==> config.mk <==
export PLATFORM = sky130hd
export DESIGN_NAME = dual_wbuf
export DESIGN_NICKNAME = d
export VERILOG_FILES = /design/src/rtl/dwb_pkg.sv /design/src/rtl/wb_slot_fifo.sv /design/src/rtl/wb_order_queue.sv /design/src/rtl/dual_wbuf.sv
export SDC_FILE = /design/constraint.sdc
export NUM_CORES = 1
export LEC_CHECK = 0
export ABC_AREA = 1
export BUFFER_PORTS_ARGS = -buffer_cell sky130_fd_sc_hd__buf_2
export CAP_MARGIN = 20
export CORE_MARGIN = 10
export CORE_UTILIZATION = 57
export DETAILED_ROUTE_END_ITERATION = 6
export GPL_TIMING_DRIVEN = 0
export PLACE_DENSITY = 0.81
export SLEW_MARGIN = 15
export SYNTH_ARGS = -nofsm -noshare
export SYNTH_HDL_FRONTEND = slang
export SYNTH_SLANG_ARGS = --single-unit
==> constraint.sdc <==
create_clock -name clk -period 3.2 [get_ports clk]
set_input_delay 0.64 -clock clk [delete_from_list [all_inputs] [get_ports clk]]
set_output_delay 0.64 -clock clk [all_outputs]
set_load 0.005 [all_outputs]
==> src/rtl/dwb_pkg.sv <==
package dwb_pkg;
    localparam int NUM_PIPES = 2;

    typedef enum logic {
        PIPE_A = 1'b0,
        PIPE_B = 1'b1
    } pipe_id_e;
endpackage

==> src/rtl/wb_slot_fifo.sv <==
module wb_slot_fifo #(
    parameter int AW    = 16,
    parameter int DW    = 32,
    parameter int DEPTH = 2,
    localparam int CW   = $clog2(DEPTH + 1)
) (
    input  logic          clk,
    input  logic          rst_n,
    input  logic          push_i,
    input  logic [AW-1:0] push_addr_i,
    input  logic [DW-1:0] push_data_i,
    input  logic          pop_i,
    output logic [AW-1:0] head_addr_o,
    output logic [DW-1:0] head_data_o,
    output logic [CW-1:0] count_o
);
    typedef struct packed {
        logic [AW-1:0] addr;
        logic [DW-1:0] data;
    } slot_t;

    typedef struct packed {
        slot_t [DEPTH-1:0] slot;
        logic  [CW-1:0]    cnt;
    } state_t;

    state_t st_d, st_q;

    always_comb begin
        logic [CW-1:0] cnt_v;
        st_d  = st_q;
        cnt_v = st_q.cnt;
        if (pop_i && cnt_v != '0) begin
            for (int i = 0; i < DEPTH - 1; i++) begin
                st_d.slot[i] = st_q.slot[i+1];
            end
            st_d.slot[DEPTH-1] = '0;
            cnt_v = cnt_v - 1'b1;
        end
        if (push_i) begin
            for (int i = 0; i < DEPTH; i++) begin
                if (i == int'(cnt_v)) begin
                    st_d.slot[i].addr = push_addr_i;
                    st_d.slot[i].data = push_data_i;
                end
            end
            cnt_v = cnt_v + 1'b1;
        end
        st_d.cnt = cnt_v;
    end

    always_ff @(posedge clk) begin
        if (!rst_n) st_q <= '0;
        else        st_q <= st_d;
    end

    assign head_addr_o = st_q.slot[0].addr;
    assign head_data_o = st_q.slot[0].data;
    assign count_o     = st_q.cnt;
endmodule

==> src/rtl/wb_order_queue.sv <==
module wb_order_queue #(
    parameter int QDEPTH = 4,
    localparam int QCW   = $clog2(QDEPTH + 1)
) (
    input  logic           clk,
    input  logic           rst_n,
    input  logic [1:0]     push_n_i,
    input  logic [1:0]     push_ids_i,
    input  logic           pop_i,
    output logic           head_id_o,
    output logic           empty_o
);
    typedef struct packed {
        logic [QDEPTH-1:0] ids;
        logic [QCW-1:0]    cnt;
    } state_t;

    state_t st_d, st_q;

    always_comb begin
        logic [QCW-1:0] cnt_v;
        st_d  = st_q;
        cnt_v = st_q.cnt;
        if (pop_i && cnt_v != '0) begin
            st_d.ids = st_q.ids >> 1;
            cnt_v    = cnt_v - 1'b1;
        end
        for (int k = 0; k < 2; k++) begin
            if (int'(push_n_i) > k) begin
                for (int i = 0; i < QDEPTH; i++) begin
                    if (i == int'(cnt_v)) st_d.ids[i] = push_ids_i[k];
                end
                cnt_v = cnt_v + 1'b1;
            end
        end
        st_d.cnt = cnt_v;
    end

    always_ff @(posedge clk) begin
        if (!rst_n) st_q <= '0;
        else        st_q <= st_d;
    end

    assign head_id_o = st_q.ids[0];
    assign empty_o   = (st_q.cnt == '0);
endmodule

==> src/rtl/dual_wbuf.sv <==
module dual_wbuf #(
    parameter int AW    = 16,
    parameter int DW    = 32,
    parameter int DEPTH = 2
) (
    input  logic          clk,
    input  logic          rst_n,
    input  logic          a_wr_valid,
    input  logic [AW-1:0] a_wr_addr,
    input  logic [DW-1:0] a_wr_data,
    input  logic          b_wr_valid,
    input  logic [AW-1:0] b_wr_addr,
    input  logic [DW-1:0] b_wr_data,
    input  logic          pair_b_older,
    input  logic          rd_valid,
    input  logic [AW-1:0] rd_addr,
    output logic          stall,
    output logic          bus_valid,
    output logic          bus_write,
    output logic [AW-1:0] bus_addr,
    output logic [DW-1:0] bus_wdata,
    input  logic          bus_ready
);
    import dwb_pkg::*;

    localparam int NP = NUM_PIPES;
    localparam int CW = $clog2(DEPTH + 1);
    localparam int QD = NP * DEPTH;

    logic [NP-1:0] in_v, room, push, drain_p;
    logic [AW-1:0] in_addr [NP];
    logic [DW-1:0] in_data [NP];
    logic [AW-1:0] h_addr  [NP];
    logic [DW-1:0] h_data  [NP];
    logic [CW-1:0] cnt     [NP];

    logic     oq_empty, pending, drain, rd_block, take;
    logic     head_raw;
    pipe_id_e head;
    logic [1:0] oq_push_n, oq_push_ids;

    logic [CW-1:0] occ_a, occ_b;
    logic          drain_a, drain_b;

    assign in_v    = {b_wr_valid, a_wr_valid};
    assign in_addr[PIPE_A] = a_wr_addr;
    assign in_addr[PIPE_B] = b_wr_addr;
    assign in_data[PIPE_A] = a_wr_data;
    assign in_data[PIPE_B] = b_wr_data;

    assign pending = !oq_empty;
    assign head    = pipe_id_e'(head_raw);
    assign drain   = pending && bus_ready;

    for (genvar p = 0; p < NP; p++) begin : g_pipe
        assign drain_p[p] = drain && (head == pipe_id_e'(p));
        assign room[p]    = (cnt[p] < CW'(DEPTH)) || drain_p[p];
        assign push[p]    = take && in_v[p];

        wb_slot_fifo #(.AW(AW), .DW(DW), .DEPTH(DEPTH)) u_fifo (
            .clk         (clk),
            .rst_n       (rst_n),
            .push_i      (push[p]),
            .push_addr_i (in_addr[p]),
            .push_data_i (in_data[p]),
            .pop_i       (drain_p[p]),
            .head_addr_o (h_addr[p]),
            .head_data_o (h_data[p]),
            .count_o     (cnt[p])
        );
    end

    // read waits for an empty buffer pair and a bus handshake
    assign rd_block = rd_valid && !(!pending && bus_ready);
    assign stall    = rd_block || |(in_v & ~room);
    assign take     = !stall;

    always_comb begin
        oq_push_n   = 2'd0;
        oq_push_ids = 2'b00;
        if (take) begin
            if (in_v[PIPE_A] && in_v[PIPE_B]) begin
                oq_push_n   = 2'd2;
                oq_push_ids = pair_b_older ? {PIPE_A, PIPE_B} : {PIPE_B, PIPE_A};
            end else if (in_v[PIPE_A]) begin
                oq_push_n   = 2'd1;
                oq_push_ids = {1'b0, PIPE_A};
            end else if (in_v[PIPE_B]) begin
                oq_push_n   = 2'd1;
                oq_push_ids = {1'b0, PIPE_B};
            end
        end
    end

    wb_order_queue #(.QDEPTH(QD)) u_order (
        .clk        (clk),
        .rst_n      (rst_n),
        .push_n_i   (oq_push_n),
        .push_ids_i (oq_push_ids),
        .pop_i      (drain),
        .head_id_o  (head_raw),
        .empty_o    (oq_empty)
    );

    always_comb begin
        bus_valid = pending || rd_valid;
        bus_write = pending;
        bus_addr  = pending ? h_addr[head] : rd_addr;
        bus_wdata = pending ? h_data[head] : '0;
    end

    assign occ_a   = cnt[PIPE_A];
    assign occ_b   = cnt[PIPE_B];
    assign drain_a = drain_p[PIPE_A];
    assign drain_b = drain_p[PIPE_B];
endmodule

==> flow_metrics.tcl, run 1 <==
set metrics [dict create \
    grt_max_degree 13 \
    finalMaxSlewViolations 0 \
    die_h_um 153 \
    synth_area_per_cell_um2 6.65 \
    leakagePower_nw 5.00 \
    io_pins 170 \
    netlist_area_um2 10100 \
    totalPowerFinal_mw 10.8 \
    synth_area_leaders "dfxtp_1, o21ai_0, a21oi_1, nor2_1, nand2_1" \
    grt_pass1_wl_um 53400 \
    endpoint_kind "register" \
    critPathKind "reg -> reg" \
    r2r_cells 17 \
    drv_cap 0 \
    period_minus_slack_ns 3.04 \
    irDropWorstVdd_mv 0.508 \
    clock.fmax_mhz 329 \
    yosysTopAreaCellShare 0.402 \
    path_clk_slew_ns 0.06 \
    clock_path_buffers 3 \
    ant_nets 0 \
    layout-drive-gt1-share 0.161 \
    worstMarginPinSlew_ns 0.837 \
    dp_hpwl_um 24400 \
    dr_total_vias 10900 \
    core_region_area_um2 17400 \
    die_w_um 153 \
    path_depth 17 \
    insertion_delay_ns 0.51 \
    setup_ws_ns 0.160 \
    slew_headroom 0.442 \
    fin_nets 1848 \
    synth_most_common_cell "o21ai_0" \
    antenna_found_initial 1 \
    crit_path_top_delay_cell "dfxtp_1" \
    dp_slack_ns -0.257 \
    status "finished clean" \
    drt_iter0_drc 1120 \
    cts_max_level 1 \
    cp-start-kind "register" \
    cts_sinks 203 \
    cts_made_buffers 22 \
    hold_class "in -> reg" \
    critPathBufInv 5 \
    powerDensity_nw_per_um2 902 \
    finalCritPeriodShare 0.950 \
    worstPathArrival_ns 3.44 \
    synth.distinct_cells 32 \
    fin_skew_ns 0.00903 \
    instances_no_fill 1950 \
    globalplace.congestion 0.979 \
    postLayoutCellArea_um2 12000 \
    required_ns 3.60 \
    yosysWarnings 0 \
    nFillCells 1565 \
    critPathMaxFanout 10 \
    synth_common_cells "o21ai_0, nor2_1, nand2_1" \
    tns_ns 0 \
    drc 0 \
    grt_pass1_vias 10400 \
    dieArea_um2 23400 \
    syn_to_final_growth_pct 18.5 \
    hold_buffers 0 \
    synth_area_leader_cell "dfxtp_1" \
    syn-num-nets 1655 \
    firstDrtPassIters 6 \
    wl_per_cell_um 17.3 \
    hold_depth 3 \
    hold_violations 0 \
    cts_root_buffer "clkbuf_16" \
    viasPerCell 5.60 \
    setup_viol 0 \
    drt_wl_total_um 33800 \
    cts_tree "built" \
    fin_util 0.689 \
    synth_ff_type "dfxtp_1" \
    crit_chain "inv_1 -> ha_1 -> nand2_2 -> buf_4 -> nand2_2 -> xor2_2 -> inv_1 -> ha_1 -> ha_1 -> nand3_1 -> nand2_1 -> ha_1 -> nand2_1 -> o21ai_0 -> inv_1 -> nand2_1 -> inv_1" \
    grt.overflow.total 0 \
    synth_edf_count 0 \
    r2r_slack_ns 0.16 \
    async_reset_ff_frac 0 \
    hold_ws_ns 0.375 \
    syn_inst 1518 \
    start_util 0.582 \
    place_area_um2 11200 \
    track_usage 0.270 \
    cpPeakStageDelay_ns 0.37 \
    crit_family "adder cells" \
    numPortBuffers 168 \
    std_cell_rows 48 \
    seq_area_frac_synth 0.402 \
    yosys_register_bits 203 \
    dp.cells 1911 \
]
## worst register-to-register path: stages, from the launching register on
cell	delay [ns]
dfxtp_1	0.37
inv_1	0.08
ha_1	0.22
nand2_2	0.14
buf_4	0.22
nand2_2	0.16
xor2_2	0.30
inv_1	0.13
ha_1	0.22
ha_1	0.29
nand3_1	0.08
nand2_1	0.14
ha_1	0.16
nand2_1	0.09
o21ai_0	0.18
inv_1	0.07
nand2_1	0.06
inv_1	0.04
## report_power, final
part | total (mW) | switching (mW) | internal, mW
Sequential | 3.60 | 0.416 | 3.19
Clock | 2.48 | 1.04 | 1.44
Combinational | 4.72 | 3.12 | 1.60
## final timing paths
path / from / endpoint
worst max-delay path: u_order.st_q[0] / u_order.st_q[6]
worst min-delay path: a_wr_data[6] / g_pipe[0].u_fifo.head_data_o[6]
worst max register to register: u_order.st_q[0] / u_order.st_q[6]
worst min register to register: g_pipe[0].u_fifo.st_q[67] / g_pipe[0].u_fifo.st_q[67]
## cells in the final DEF, fill, tap and decap left out, types with 2 or more instances in the layout
master     count
clkbuf_16     23
nand2_2        6
nor2_4         3
nor2_2         2
nand4_1        2
buf_2        193
ha_1          18
a21oi_2        2
dfxtp_1      203
nor3_1        94
buf_1          6
nand2_1      215
nand3_1        8
clkinv_2       4
buf_6          6
nor2_1       222
clkbuf_2       9
inv_1        129
a21boi_0       2
o21ai_1       41
clkbuf_1      75
xor2_1         2
o21a_1         2
nor3_2         2
nand2_4        2
buf_4          9
clkbuf_8       2
a21oi_1      167
or2_2          3
o21ai_0      256
inv_2          7
## layout make-up
class	count	area [µm²]	share of cell area
inverter	137	515	0.0431
clock buffer	33	633	0.0529
tap	225	282	0.0235
multi-input combinational	1057	5000	0.418
timing repair buffer	169	848	0.0709
sequential	203	4060	0.340
antenna	1	2.50	0.000209
buffer	121	572	0.0478
clock inverter	4	45.0	0.00376
## flip-flops by register name, summed over array words and instances (netlist names)
| signal | flops |
|---|---|
| g_pipe.u_fifo.head_data_o | 64 |
| u_order.st_q | 6 |
| g_pipe.u_fifo.head_addr_o | 32 |
| g_pipe.u_fifo.st_q | 96 |
| g_pipe.u_fifo.count_o | 4 |
| u_order.head_id_o | 1 |
## cell families (layout without fill, tap and decap cells)
logic type | count (synthesis) | after routing | share of synthesized area
AO/OA/AOI/OAI | 472 | 472 | 0.235
XOR/XNOR | 4 | 4 | 0.00347
adder cells (fa/ha/maj) | 18 | 18 | 0.0223
buffers and inverters | 258 | 464 | 0.106
flip-flops | 203 | 203 | 0.402
other | 0 | 1 | 0
AND/OR/NAND/NOR | 563 | 563 | 0.231
## timing repair
action / in CTS / in global routing
setup buffers: 0 / 1
endpoints found under the setup margin: 59 / 119
resized for setup: 4 / 34
pin swaps: 0 / 1
## routing by layer
layer	up-vias	routed length, µm	global-route usage
met2	472	15700	0.444
met4	0	831	0.0795
met1	5047	14600	0.354
met3	60	2660	0.0469
met5	-	0	0
li1	5333	-	-
No activity file was read; power rests on OpenSTA's default activity.
==> run 2, diff against run 1 <==
--- a/config.mk
+++ b/config.mk
@@ -5,7 +5,6 @@
 export SDC_FILE = /design/constraint.sdc
 export NUM_CORES = 1
 export LEC_CHECK = 0
-export ABC_AREA = 1
 export BUFFER_PORTS_ARGS = -buffer_cell sky130_fd_sc_hd__buf_2
 export CAP_MARGIN = 20
 export CORE_MARGIN = 10
==> run 2 against run 1 <==
Effect of this change: first-iteration DRC count is 28% lower; combinational power is 14% lower; power is 4.9% lower; sequential power is 2% lower; design area is 0.26% higher; register-to-register slack worse by 0.06 ns; die area is 0.82% lower; clock power is 8.9% higher; clock skew is 0.0012 ns lower; critical path depth is 4 lower; final cell count is 17% lower; critical path type unchanged; largest cell class unchanged; highest routed layer is now met5.
==> flow_metrics.tcl, run 2 <==
set metrics [dict create \
    status "finished clean" \
    critPathKind "reg -> reg" \
    track_usage 0.243 \
    cts_tree "built" \
    layout_commonest_cell "nand2_1" \
    hold_violations 0 \
    globalplace.congestion 0.869 \
    drc 0 \
    path_clk_slew_ns 0.06 \
    yosysTopAreaCellShare 0.406 \
    syn_to_final_growth_pct 19.9 \
    critPathMaxFanout 10 \
    dp.cells 1570 \
    layout-drive-gt1-share 0.201 \
    place_area_um2 11100 \
    power_frac_comb 0.394 \
    powerDensity_nw_per_um2 856 \
    synth_edf_count 0 \
    ant_nets 0 \
    grt_pass1_vias 9170 \
    drt_iter0_drc 809 \
    setup_ws_ns 0.0964 \
    largest-register "g_pipe.u_fifo.st_q" \
    nFillCells 1338 \
    period_minus_slack_ns 3.10 \
    cts_made_buffers 22 \
    viasPerCell 5.79 \
    slew_headroom 0.455 \
    async_reset_ff_frac 0 \
    leakagePower_nw 6.08 \
    synth_area_leaders "dfxtp_1, mux2i_1, nand2_1, o211a_1, nand3_1" \
    yosysWarnings 0 \
    drt_wl_total_um 30200 \
    hold_buffers 0 \
    io_pins 170 \
    multiInputGateArea_um2 5390 \
    cts_root_buffer "clkbuf_16" \
    crit_path_top_delay_cell "clkbuf_1" \
    crit_top_cell "ha_1" \
    finalMaxSlewViolations 0 \
    setup_viol 0 \
    hold_class "in -> reg" \
    dp_slack_ns -0.0210 \
    seq_area_frac_synth 0.406 \
    yosys_register_bits 203 \
    tns_ns 0 \
    start_util 0.581 \
    wl_per_cell_um 18.7 \
    numPortBuffers 168 \
    dp_hpwl_um 21500 \
    swShare 0.368 \
    synth_common_cells "nand2_1, dfxtp_1, nand3_1" \
    syn_inst 1177 \
    dieArea_um2 23300 \
    largest_reg_flops 96 \
    synth_most_common_cell "nand2_1" \
    crit_family "buffers and inverters" \
    fin_skew_ns 0.00782 \
    grt_setup_unrepaired "yes" \
    die_h_um 152 \
    postLayoutCellArea_um2 12000 \
    crit_chain "inv_1 -> ha_1 -> nor2b_1 -> buf_4 -> nor2_4 -> nand3b_1 -> buf_2 -> mux2_2 -> ha_1 -> nand3_2 -> clkbuf_1 -> nand2_1 -> o211a_1" \
    setup.worst_path.start "u_order.st_q[1]" \
    synth_area_per_cell_um2 8.50 \
    firstDrtPassIters 5 \
    critPathBufInv 4 \
    min_from "b_wr_data[13]" \
    clock_path_buffers 3 \
    drv_cap 0 \
    finalCritPeriodShare 0.970 \
    insertion_delay_ns 0.51 \
    core_region_area_um2 17200 \
    fin_nets 1508 \
    clock.fmax_mhz 322 \
    grt_max_degree 14 \
    p_int_mw 6.48 \
    syn-num-nets 1314 \
    grt.overflow.total 0 \
    p_clk_frac 0.263 \
    layout_common_cells "nand2_1, dfxtp_1, buf_2" \
    instances_no_fill 1613 \
    synth_area_leader_cell "dfxtp_1" \
    cts_sinks 203 \
    cp-start-kind "register" \
    seq_area_um2 4070 \
    timing.rr.start "u_order.st_q[1]" \
    synth_ff_type "dfxtp_1" \
    worstPathArrival_ns 3.50 \
    pwr-share-seq 0.344 \
    endpoint_kind "register" \
    antenna_found_initial 3 \
    synth.distinct_cells 43 \
    grt_pass1_wl_um 47800 \
    worstMarginPinSlew_ns 0.818 \
    die_w_um 152 \
    cpPeakStageDelay_ns 0.45 \
    std_cell_rows 48 \
    irDropWorstVdd_mv 0.499 \
    required_ns 3.60 \
    dr_total_vias 9337 \
    netlist_area_um2 10000 \
    cts_max_level 1 \
    switchingPower_mw 3.78 \
]
run 2: changes by cell type in the layout (fill, tap and decap cells not counted), moves of 96 or more:
cell / before / now
o21ai_0: 256 / 20
nor2_1: 222 / 44
a21oi_1: 167 / 4
nand3_1: 8 / 148
inv_1: 129 / 17
mux2i_1: 0 / 102
o211a_1: 0 / 96
run 2: logic make-up (layout without fill, tap and decap cells):
group	Yosys count	count (layout)	synth area share
fa+ha+maj	18	18	0.0225
buf+inv	125	335	0.0585
compound gates	231	231	0.192
simple gates	489	489	0.210
flops	203	203	0.406
xor+xnor	7	7	0.00688
mux	104	104	0.104
other cells	0	1	0
run 2: layout make-up:
class | count | share of cell area
Multi-Input combinational cell | 849 | 0.449
Sequential cell | 203 | 0.339
Timing Repair Buffer | 170 | 0.0713
Clock buffer | 33 | 0.0578
Buffer | 107 | 0.0461
Tap cell | 225 | 0.0235
Clock inverter | 7 | 0.00741
Inverter | 18 | 0.00563
Antenna cell | 1 | 0.000209
run 2: stage by stage:
| step | total power, mW | hold slack, ns | utilization |
|---|---|---|---|
| after global placement | 7.31 | 0.452 | 0.646 |
| final | 10.3 | 0.382 | 0.696 |
| after detailed placement | 7.45 | 0.458 | 0.646 |
| after CTS | 10.2 | 0.374 | 0.692 |
| after floorplan | 6.19 | 0.446 | - |
| after global routing | 10.9 | 0.380 | 0.696 |
run 2: final timing paths:
kind	depth (start not counted)	endpoint	slack, ns
max reg2reg	13	g_pipe[1].u_fifo.head_addr_o[10]	0.1
max	13	g_pipe[1].u_fifo.head_addr_o[10]	0.1
min reg2reg	2	g_pipe[0].u_fifo.st_q[78]	0.46
min	3	g_pipe[1].u_fifo.st_q[63]	0.38
run 2: power groups by stage:
| stage | clock network [mW] | logic (mW) | registers, mW |
|---|---|---|---|
| 6_report | 2.70 | 4.04 | 3.53 |
| 5_1_grt | 2.83 | 4.46 | 3.59 |
| 4_1_cts | 2.71 | 3.95 | 3.51 |
| 3_5_place_dp | 0 | 3.88 | 3.56 |
| 3_3_place_gp | 0 | 3.77 | 3.54 |
| 2_1_floorplan | 0 | 2.75 | 3.44 |
run 2: metal layers:
metal,wire [µm],global-route usage
met5,27,0
met2,14300,0.408
met3,2270,0.0469
met1,12900,0.311
met4,668,0.0690
run 2: repair_timing:
| item | 4_1_cts | 5_1_grt |
|---|---|---|
| resized for setup | 6 | 39 |
| pin swaps | 0 | 1 |
| buffers inserted | 0 | 2 |
| setup endpoints to repair | 50 | 181 |
run 2: tightest hold or removal path, stage by stage:
cell	delay, ns
buf_2	0.11
nand2_1	0.05
a21boi_1	0.05
